### src/rtl/shtap_pkg.sv
// Package: shared coefficient helpers for the shared-tap FIR.
// Assumes FRAC <= CW-2 so that 1.0 and pi/2 fit as positive signed constants.
package shtap_pkg;

    // Quantized magnitude 1/k with FRAC fractional bits, rounded to nearest.
    function automatic longint inv_coef(input int k, input int frac);
        longint one;
        one = longint'(1) << frac;
        return (one + longint'(k / 2)) / longint'(k);
    endfunction

    // Quantized pi/2 with FRAC fractional bits (102944 = round(pi/2 * 2^16)).
    function automatic longint half_pi_coef(input int frac);
        return ((longint'(102944) << frac) + longint'(32768)) >>> 16;
    endfunction

endpackage

### src/rtl/shtap_delay_line.sv
// Module: shtap_delay_line
// Holds the last N_TAPS accepted samples. taps[0] holds the newest.
// Shifts only on in_valid. tap_vld marks the cycle after an accepted sample.
module shtap_delay_line #(
    parameter int N_TAPS = 15,
    parameter int DW     = 16
) (
    input  logic                         clk,
    input  logic                         rst_n,
    input  logic                         in_valid,
    input  logic signed [DW-1:0]         in_data,
    output logic [N_TAPS-1:0][DW-1:0]    taps,
    output logic                         tap_vld
);

    // Shift a new sample in on each strobe; mark the update for the next stage.
    always_ff @(posedge clk) begin
        if (!rst_n) begin
            taps    <= '0;
            tap_vld <= 1'b0;
        end else begin
            tap_vld <= in_valid;
            if (in_valid) begin
                taps <= {taps[N_TAPS-2:0], in_data};
            end
        end
    end

    // every strobe is followed by a tap-valid pulse.
    p_tap_follow_r1: assert property (@(posedge clk) disable iff (!rst_n)
        in_valid |=> tap_vld);

    // no tap-valid pulse without a strobe.
    p_tap_idle_r1: assert property (@(posedge clk) disable iff (!rst_n)
        !in_valid |=> !tap_vld);

    // the new sample enters at tap 0 and the old tap 0 moves to tap 1.
    p_shift_r1: assert property (@(posedge clk) disable iff (!rst_n)
        in_valid |=> (taps[0] == $past(in_data)) && (taps[1] == $past(taps[0])));

    // the delay line does not move without a strobe.
    p_hold_taps_r8: assert property (@(posedge clk) disable iff (!rst_n)
        !in_valid |=> $stable(taps));

endmodule

### src/rtl/shtap_pair_mult.sv
// Module: shtap_pair_mult
// For each offset k, forms the difference and sum of the mirrored taps (stage 1)
// and multiplies them by the shared constant 1/k (stage 2).
// Sums are formed only at odd k, and only when HB_EN is set.
// The centre tap multiplied by pi/2 is produced here too.
// Assumes N_TAPS is odd and at least 3.
module shtap_pair_mult
    import shtap_pkg::*;
#(
    parameter int N_TAPS = 15,
    parameter int DW     = 16,
    parameter int CW     = 16,
    parameter int FRAC   = 14,
    parameter int HB_EN  = 1,
    parameter int PW     = DW + 1 + CW,
    localparam int M     = (N_TAPS - 1) / 2
) (
    input  logic                       clk,
    input  logic                       rst_n,
    input  logic [N_TAPS-1:0][DW-1:0]  taps,
    input  logic                       tap_vld,
    output logic [M-1:0][PW-1:0]       prod_d,
    output logic [M-1:0][PW-1:0]       prod_s,
    output logic signed [PW-1:0]       prod_c,
    output logic                       prod_vld
);

    localparam int SW = DW + 1;

    logic pre_vld;

    // Carry the sample strobe through the pre-add and multiply stages.
    always_ff @(posedge clk) begin
        if (!rst_n) begin
            pre_vld  <= 1'b0;
            prod_vld <= 1'b0;
        end else begin
            pre_vld  <= tap_vld;
            prod_vld <= pre_vld;
        end
    end

    for (genvar k = 1; k <= M; k++) begin : g_pair
        localparam logic signed [PW-1:0] C_K = PW'(inv_coef(k, FRAC));

        logic signed [SW-1:0] near_x;
        logic signed [SW-1:0] far_x;
        logic signed [SW-1:0] diff_q;
        logic signed [PW-1:0] pd_q;

        assign near_x = SW'($signed(taps[M-k]));
        assign far_x  = SW'($signed(taps[M+k]));

        // Stage 1: difference of the mirrored taps, used by all odd-symmetric outputs.
        always_ff @(posedge clk) begin
            if (!rst_n)       diff_q <= '0;
            else if (tap_vld) diff_q <= near_x - far_x;
        end

        // Stage 2: scale the difference by the shared constant for this offset.
        always_ff @(posedge clk) begin
            if (!rst_n)       pd_q <= '0;
            else if (pre_vld) pd_q <= PW'(diff_q) * C_K;
        end

        assign prod_d[k-1] = pd_q;

        if (HB_EN != 0 && (k % 2) == 1) begin : g_sum
            logic signed [SW-1:0] sum_q;
            logic signed [PW-1:0] ps_q;

            // Stage 1: sum of the mirrored taps for the even-symmetric half-band.
            always_ff @(posedge clk) begin
                if (!rst_n)       sum_q <= '0;
                else if (tap_vld) sum_q <= near_x + far_x;
            end

            // Stage 2: scale the sum by the same shared constant.
            always_ff @(posedge clk) begin
                if (!rst_n)       ps_q <= '0;
                else if (pre_vld) ps_q <= PW'(sum_q) * C_K;
            end

            assign prod_s[k-1] = ps_q;
        end else begin : g_nosum
            assign prod_s[k-1] = '0;
        end
    end

    if (HB_EN != 0) begin : g_mid
        localparam logic signed [PW-1:0] C_MID = PW'(half_pi_coef(FRAC));

        logic signed [DW-1:0] mid_q;
        logic signed [PW-1:0] pc_q;

        // Stage 1: capture the centre tap to match pre-add timing.
        always_ff @(posedge clk) begin
            if (!rst_n)       mid_q <= '0;
            else if (tap_vld) mid_q <= $signed(taps[M]);
        end

        // Stage 2: scale the centre tap by pi/2.
        always_ff @(posedge clk) begin
            if (!rst_n)       pc_q <= '0;
            else if (pre_vld) pc_q <= PW'(mid_q) * C_MID;
        end

        assign prod_c = pc_q;
    end else begin : g_nomid
        assign prod_c = '0;
    end

    // product strobe follows the pre-add strobe by one cycle.
    p_prod_follow_r1: assert property (@(posedge clk) disable iff (!rst_n)
        pre_vld |=> prod_vld);

endmodule

### src/rtl/shtap_combine.sv
// Module: shtap_combine
// Combines the shared products into three results with per-offset signs.
// The differentiator alternates over all k. The Hilbert output negates the
// odd-k differentiator products. The half-band output alternates over odd-k
// sum products and adds the centre term.
// Assumes OW is wide enough for M full-scale products plus the centre term.
module shtap_combine #(
    parameter int N_TAPS = 15,
    parameter int PW     = 33,
    parameter int OW     = 38,
    parameter int HB_EN  = 1,
    localparam int M     = (N_TAPS - 1) / 2
) (
    input  logic                       clk,
    input  logic                       rst_n,
    input  logic [M-1:0][PW-1:0]       prod_d,
    input  logic [M-1:0][PW-1:0]       prod_s,
    input  logic signed [PW-1:0]       prod_c,
    input  logic                       prod_vld,
    output logic                       out_valid,
    output logic signed [OW-1:0]       dd_out,
    output logic signed [OW-1:0]       ht_out,
    output logic signed [OW-1:0]       hb_out
);

    logic signed [OW-1:0] dd_sum;
    logic signed [OW-1:0] ht_sum;
    logic signed [OW-1:0] hb_sum;

    // Signed accumulation of the shared products for all three outputs.
    always_comb begin
        logic signed [OW-1:0] d_term;
        logic signed [OW-1:0] s_term;
        dd_sum = '0;
        ht_sum = '0;
        hb_sum = OW'(prod_c);
        for (int k = 1; k <= M; k++) begin
            d_term = OW'($signed(prod_d[k-1]));
            s_term = OW'($signed(prod_s[k-1]));
            if ((k % 2) == 1) begin
                dd_sum = dd_sum + d_term;
                ht_sum = ht_sum - d_term;
                if ((((k - 1) / 2) % 2) == 0) hb_sum = hb_sum + s_term;
                else                          hb_sum = hb_sum - s_term;
            end else begin
                dd_sum = dd_sum - d_term;
            end
        end
    end

    // Register the differentiator and Hilbert results and the common strobe.
    always_ff @(posedge clk) begin
        if (!rst_n) begin
            out_valid <= 1'b0;
            dd_out    <= '0;
            ht_out    <= '0;
        end else begin
            out_valid <= prod_vld;
            if (prod_vld) begin
                dd_out <= dd_sum;
                ht_out <= ht_sum;
            end
        end
    end

    if (HB_EN != 0) begin : g_hb
        // Register the half-band result on the same strobe.
        always_ff @(posedge clk) begin
            if (!rst_n)        hb_out <= '0;
            else if (prod_vld) hb_out <= hb_sum;
        end
    end else begin : g_nohb
        assign hb_out = '0;
    end

    // all outputs hold between strobes.
    p_out_hold_r8: assert property (@(posedge clk) disable iff (!rst_n)
        (!out_valid && $past(rst_n)) |-> ($stable(dd_out) && $stable(ht_out) && $stable(hb_out)));

    // the output strobe follows the product strobe by one cycle.
    p_out_follow_r1: assert property (@(posedge clk) disable iff (!rst_n)
        prod_vld |=> out_valid);

endmodule

### src/rtl/shtap_fir.sv
// Module: shtap_fir (top)
// Differentiator, Hilbert transformer and half-band lowpass computed together
// from one delay line and one table of 1/k constants. Latency: three cycles
// after the accepting edge. Outputs carry full precision.
// Assumes N_TAPS is odd and at least 3, and FRAC <= CW-2.
module shtap_fir #(
    parameter int N_TAPS = 15,
    parameter int DW     = 16,
    parameter int CW     = 16,
    parameter int FRAC   = 14,
    parameter int HB_EN  = 1,
    localparam int OW    = DW + CW + $clog2(N_TAPS) + 2
) (
    input  logic                 clk,
    input  logic                 rst_n,
    input  logic                 in_valid,
    input  logic signed [DW-1:0] in_data,
    output logic                 out_valid,
    output logic signed [OW-1:0] dd_out,
    output logic signed [OW-1:0] ht_out,
    output logic signed [OW-1:0] hb_out
);

    localparam int M  = (N_TAPS - 1) / 2;
    localparam int PW = DW + 1 + CW;

    logic [N_TAPS-1:0][DW-1:0] taps;
    logic                      tap_vld;
    logic [M-1:0][PW-1:0]      prod_d;
    logic [M-1:0][PW-1:0]      prod_s;
    logic signed [PW-1:0]      prod_c;
    logic                      prod_vld;

    shtap_delay_line #(.N_TAPS(N_TAPS), .DW(DW)) u_line (
        .clk      (clk),
        .rst_n    (rst_n),
        .in_valid (in_valid),
        .in_data  (in_data),
        .taps     (taps),
        .tap_vld  (tap_vld)
    );

    shtap_pair_mult #(
        .N_TAPS(N_TAPS), .DW(DW), .CW(CW), .FRAC(FRAC), .HB_EN(HB_EN), .PW(PW)
    ) u_mult (
        .clk      (clk),
        .rst_n    (rst_n),
        .taps     (taps),
        .tap_vld  (tap_vld),
        .prod_d   (prod_d),
        .prod_s   (prod_s),
        .prod_c   (prod_c),
        .prod_vld (prod_vld)
    );

    shtap_combine #(
        .N_TAPS(N_TAPS), .PW(PW), .OW(OW), .HB_EN(HB_EN)
    ) u_comb (
        .clk       (clk),
        .rst_n     (rst_n),
        .prod_d    (prod_d),
        .prod_s    (prod_s),
        .prod_c    (prod_c),
        .prod_vld  (prod_vld),
        .out_valid (out_valid),
        .dd_out    (dd_out),
        .ht_out    (ht_out),
        .hb_out    (hb_out)
    );

    // with the half-band path removed, its output never moves off zero.
    p_hb_zero_r7: assert property (@(posedge clk) disable iff (!rst_n)
        (HB_EN == 0) |-> (hb_out == '0));

endmodule

### config.mk
export PLATFORM = sky130hd
export DESIGN_NAME = shtap_fir
export DESIGN_NICKNAME = d
export VERILOG_FILES = /design/src/rtl/shtap_pkg.sv /design/src/rtl/shtap_delay_line.sv /design/src/rtl/shtap_pair_mult.sv /design/src/rtl/shtap_combine.sv /design/src/rtl/shtap_fir.sv
export SDC_FILE = /design/constraint.sdc
export NUM_CORES = 2
export LEC_CHECK = 0
export CORE_UTILIZATION = 55
export CTS_CLUSTER_SIZE = 28
export DETAILED_ROUTE_END_ITERATION = 16
export DONT_BUFFER_PORTS = 1
export PLACE_DENSITY = 0.7
export SLEW_MARGIN = 20
export SYNTH_ARGS = -nofsm -noshare
export SYNTH_HDL_FRONTEND = slang
export SYNTH_SLANG_ARGS = --single-unit
### constraint.sdc
create_clock -name clk -period 11.7 [get_ports clk]
set_input_delay 0.585 -clock clk [delete_from_list [all_inputs] [get_ports clk]]
set_output_delay 0.585 -clock clk [all_outputs]
set_load 0.005 [all_outputs]
==> results.toml <==
[placed_design]
place.gp.congestion = 0.966
placedCellCount = 10844
dpl.hpwl_mm = 192
port_buffers = 0

[drt]
drt-initial-drc-count = 5269
drtAntennaViolNets = 0
wl_mm = 238
vias_per_cell = 5.75
drc = 0
via_count = 63610
first_pass_iters = 6
wl_per_cell_um = 21.5

[sta]
relSlewSlack = 0.229
hold_viol = 0
tightest_slew_ns = 1.15
min_period_ns = 6.18
finalSetupViolations = 0
post-route-period-util = 0.529
slew_violations = 0
fin_skew_ns = 0.0615
fmax_mhz = 162
setup_tns_ns = 0
rsz0062_at_grt = "false"

[clocking]
cts.sinks = 862
cts_setup_buffers = 0
root_buffer = "clkbuf_16"
cts_tree = "yes"
ctsHoldBuffers = 27
ctsLongestPathBuffers = 3
cts_buffers = 96
htreeDepth = 3
clk_pin_slew_ns = 0.07
cts_resized = 0
clk_latency_ns = 0.75

[logic_synthesis]
syn_area_um2 = 81600
syn_inst = 9166
synthDistinctLibCells = 91
ys.flop_type = "dfxtp_1"
synth_nets = 11033
async_reset_ff_frac = 0
synth_seq_cells = 862
synth_area_per_cell_um2 = 8.90
ys.warnings.count = 0
synth_edf_count = 0
ys_seq_area_frac = 0.212

[worst_setup_path]
crit_fanout = 5
arrival_ns = 6.79
end_kind = "flip-flop"
reg2reg_depth = 24
crit_path_start_kind = "flip-flop"
crit_type = "reg2reg"
crit_required_ns = 12.31

[global_route]
antenna_found_initial = 8
grt_use_total = 0.315
grt_pass1_wl_mm = 366
gr-total-overflow = 0
grt_max_degree = 234
grt_pass1_vias = 62120

[floorplan]
die_area_um2 = 150000
start_util = 0.557
rows = 140
fp.dieW_um = 387
core_area_um2 = 146000
num_io_pins = 134
die_y_um = 387

[final_layout]
nets = 10919
stdcell_count = 11053
area_delta_synth_final_pct = 6.69
drive_above_1_share = 0.0300

[pwr]
ir_drop_mv = 0.120
power_density_nw_per_um2 = 142
power_w = 0.0123
p_leak_nw = 41.8

[hold_path]
hold_class = "in2reg"
whs_path_depth = 2

[status]
status = "complete, no violations"

[job]
cap_violations = 0
-- flip-flops by register name (all words and copies together), names as in the netlist --
name	flops
u_mult.g_pair.pd_q	169
u_mult.prod_vld	1
u_mult.pre_vld	1
u_mult.prod_c	29
u_comb.hb_out	38
u_mult.g_pair.g_sum.sum_q	68
u_line.tap_vld	1
u_comb.out_valid	1
u_line.taps	240
u_comb.dd_out	38
u_mult.g_pair.diff_q	115
u_mult.g_mid.mid_q	16
u_mult.g_pair.g_sum.ps_q	107
u_comb.ht_out	38
-- metrics by stage --
stage | hold slack, ns | cell area [um2] | worst slack (ns) | util
4_1_cts | 0.000215 | 87000 | 5.58 | 0.594
3_5_place_dp | 0.442 | 83300 | 5.61 | 0.569
2_1_floorplan | 0.425 | 81600 | 5.91 | -
6_report | 0.0185 | 87000 | 5.52 | 0.594
5_1_grt | 0.0129 | 87000 | 5.04 | 0.594
3_3_place_gp | 0.435 | 83300 | 5.66 | 0.569
-- cells by family (layout without fill, tap and decap cells) --
group / after synthesis / count (layout) / share of synthesized area
compound gates: 1615 / 1615 / 0.128
flops: 862 / 862 / 0.212
buf+inv: 1766 / 1732 / 0.0813
simple gates: 1967 / 1967 / 0.106
mux: 581 / 581 / 0.0714
other cells: 0 / 4 / 0
fa+ha+maj: 1849 / 1849 / 0.345
xor+xnor: 526 / 526 / 0.0565
-- where the power goes --
| part | switching (W) | internal (W) | leakage [nW] | total (W) |
|---|---|---|---|---|
| Combinational | 0.00342 | 0.00236 | 33.2 | 0.00579 |
| Sequential | 0.000184 | 0.00305 | 6.98 | 0.00324 |
| Clock | 0.00139 | 0.00193 | 1.68 | 0.00332 |
| Total | 0.00499 | 0.00735 | 41.8 | 0.0123 |
-- worst max-delay path, cell delays in order (launching register included) --
cell       delay, ns
dfxtp_1         0.59
ha_1            0.23
inv_1           0.05
ha_1            0.29
ha_1            0.35
nor2b_1         0.16
o21ai_1         0.10
a2111oi_0       0.96
a2111oi_4       0.16
a21oi_1         0.27
o31ai_1         0.11
nand2b_1        0.11
a21oi_1         0.07
o21ba_2         0.20
xnor2_1         0.12
ha_1            0.36
nand4_1         0.17
nor2_1          0.19
nand4_1         0.10
a31oi_1         0.29
nor4b_1         0.11
nor3_1          0.58
a311oi_1        0.23
xor2_1          0.19
o21ai_1         0.07
-- placed cells by master (no fill, tap or decap), types with 315 or more instances in the layout --
master,synthesis,routed
dfxtp_1,862,859
inv_1,1488,1487
nor2_1,1019,1017
mux2i_1,572,572
xnor2_1,369,369
nand2_1,359,358
fa_1,672,672
ha_1,1176,1176
a21oi_1,444,444
o21ai_0,316,315
-- final timing paths --
path                                         from                              end  slack [ns]
setup / recovery         u_mult.g_pair[3].pd_q[2]                u_comb.ht_out[33]        5.52
hold / removal                              rst_n        u_mult.g_pair[6].pd_q[29]        0.02
setup reg to reg         u_mult.g_pair[3].pd_q[2]                u_comb.ht_out[33]        5.52
hold reg to reg   u_mult.g_pair[7].g_sum.ps_q[23]  u_mult.g_pair[7].g_sum.ps_q[23]        0.45
-- per-layer routing --
layer / wire length, um / track usage / vias up
met5: 27 / 0 / -
met4: 7210 / 0.0945 / 4
met3: 18900 / 0.0506 / 309
met2: 101000 / 0.480 / 1941
met1: 110000 / 0.458 / 31036
li1: - / - / 30320
-- synth_stat cells, drive strengths merged, types with 14 or more instances --
cell type     n  area (um2)
or3          53         337
nor2b        86         538
a41oi        14         130
nand4        38         238
or2          15        93.8
inv        1489        5590
fa          672       13500
dfxtp       862       17300
ha         1176       14700
and3         42         263
clkbuf      227         852
o31ai        34         260
a21boi       18         135
o21a         73         548
a211o        14         123
nor3        134         671
a31oi        56         357
a21oi       447        2250
and2         18         113
nand2       359        1350
a311oi       16         140
a31o         16         149
xnor2       369        3230
nand2b       53         332
buf          46         173
nor2       1019        3820
nand3        99         495
a211oi      164        1240
xor2        157        1380
mux2i       572        5730
o21bai       59         443
o21ai       358        1790
a21o        184        1380
-- final cells by class --
cell class,instances,area (um2)
fill,12880,59400
multi-input combinational,6538,57700
clock inverter,48,693
timing repair buffer,61,563
inverter,1493,5610
clock buffer,130,2780
antenna,4,10.0
tap,1917,2400
sequential,862,17300
(Power assumes the default switching activity.)
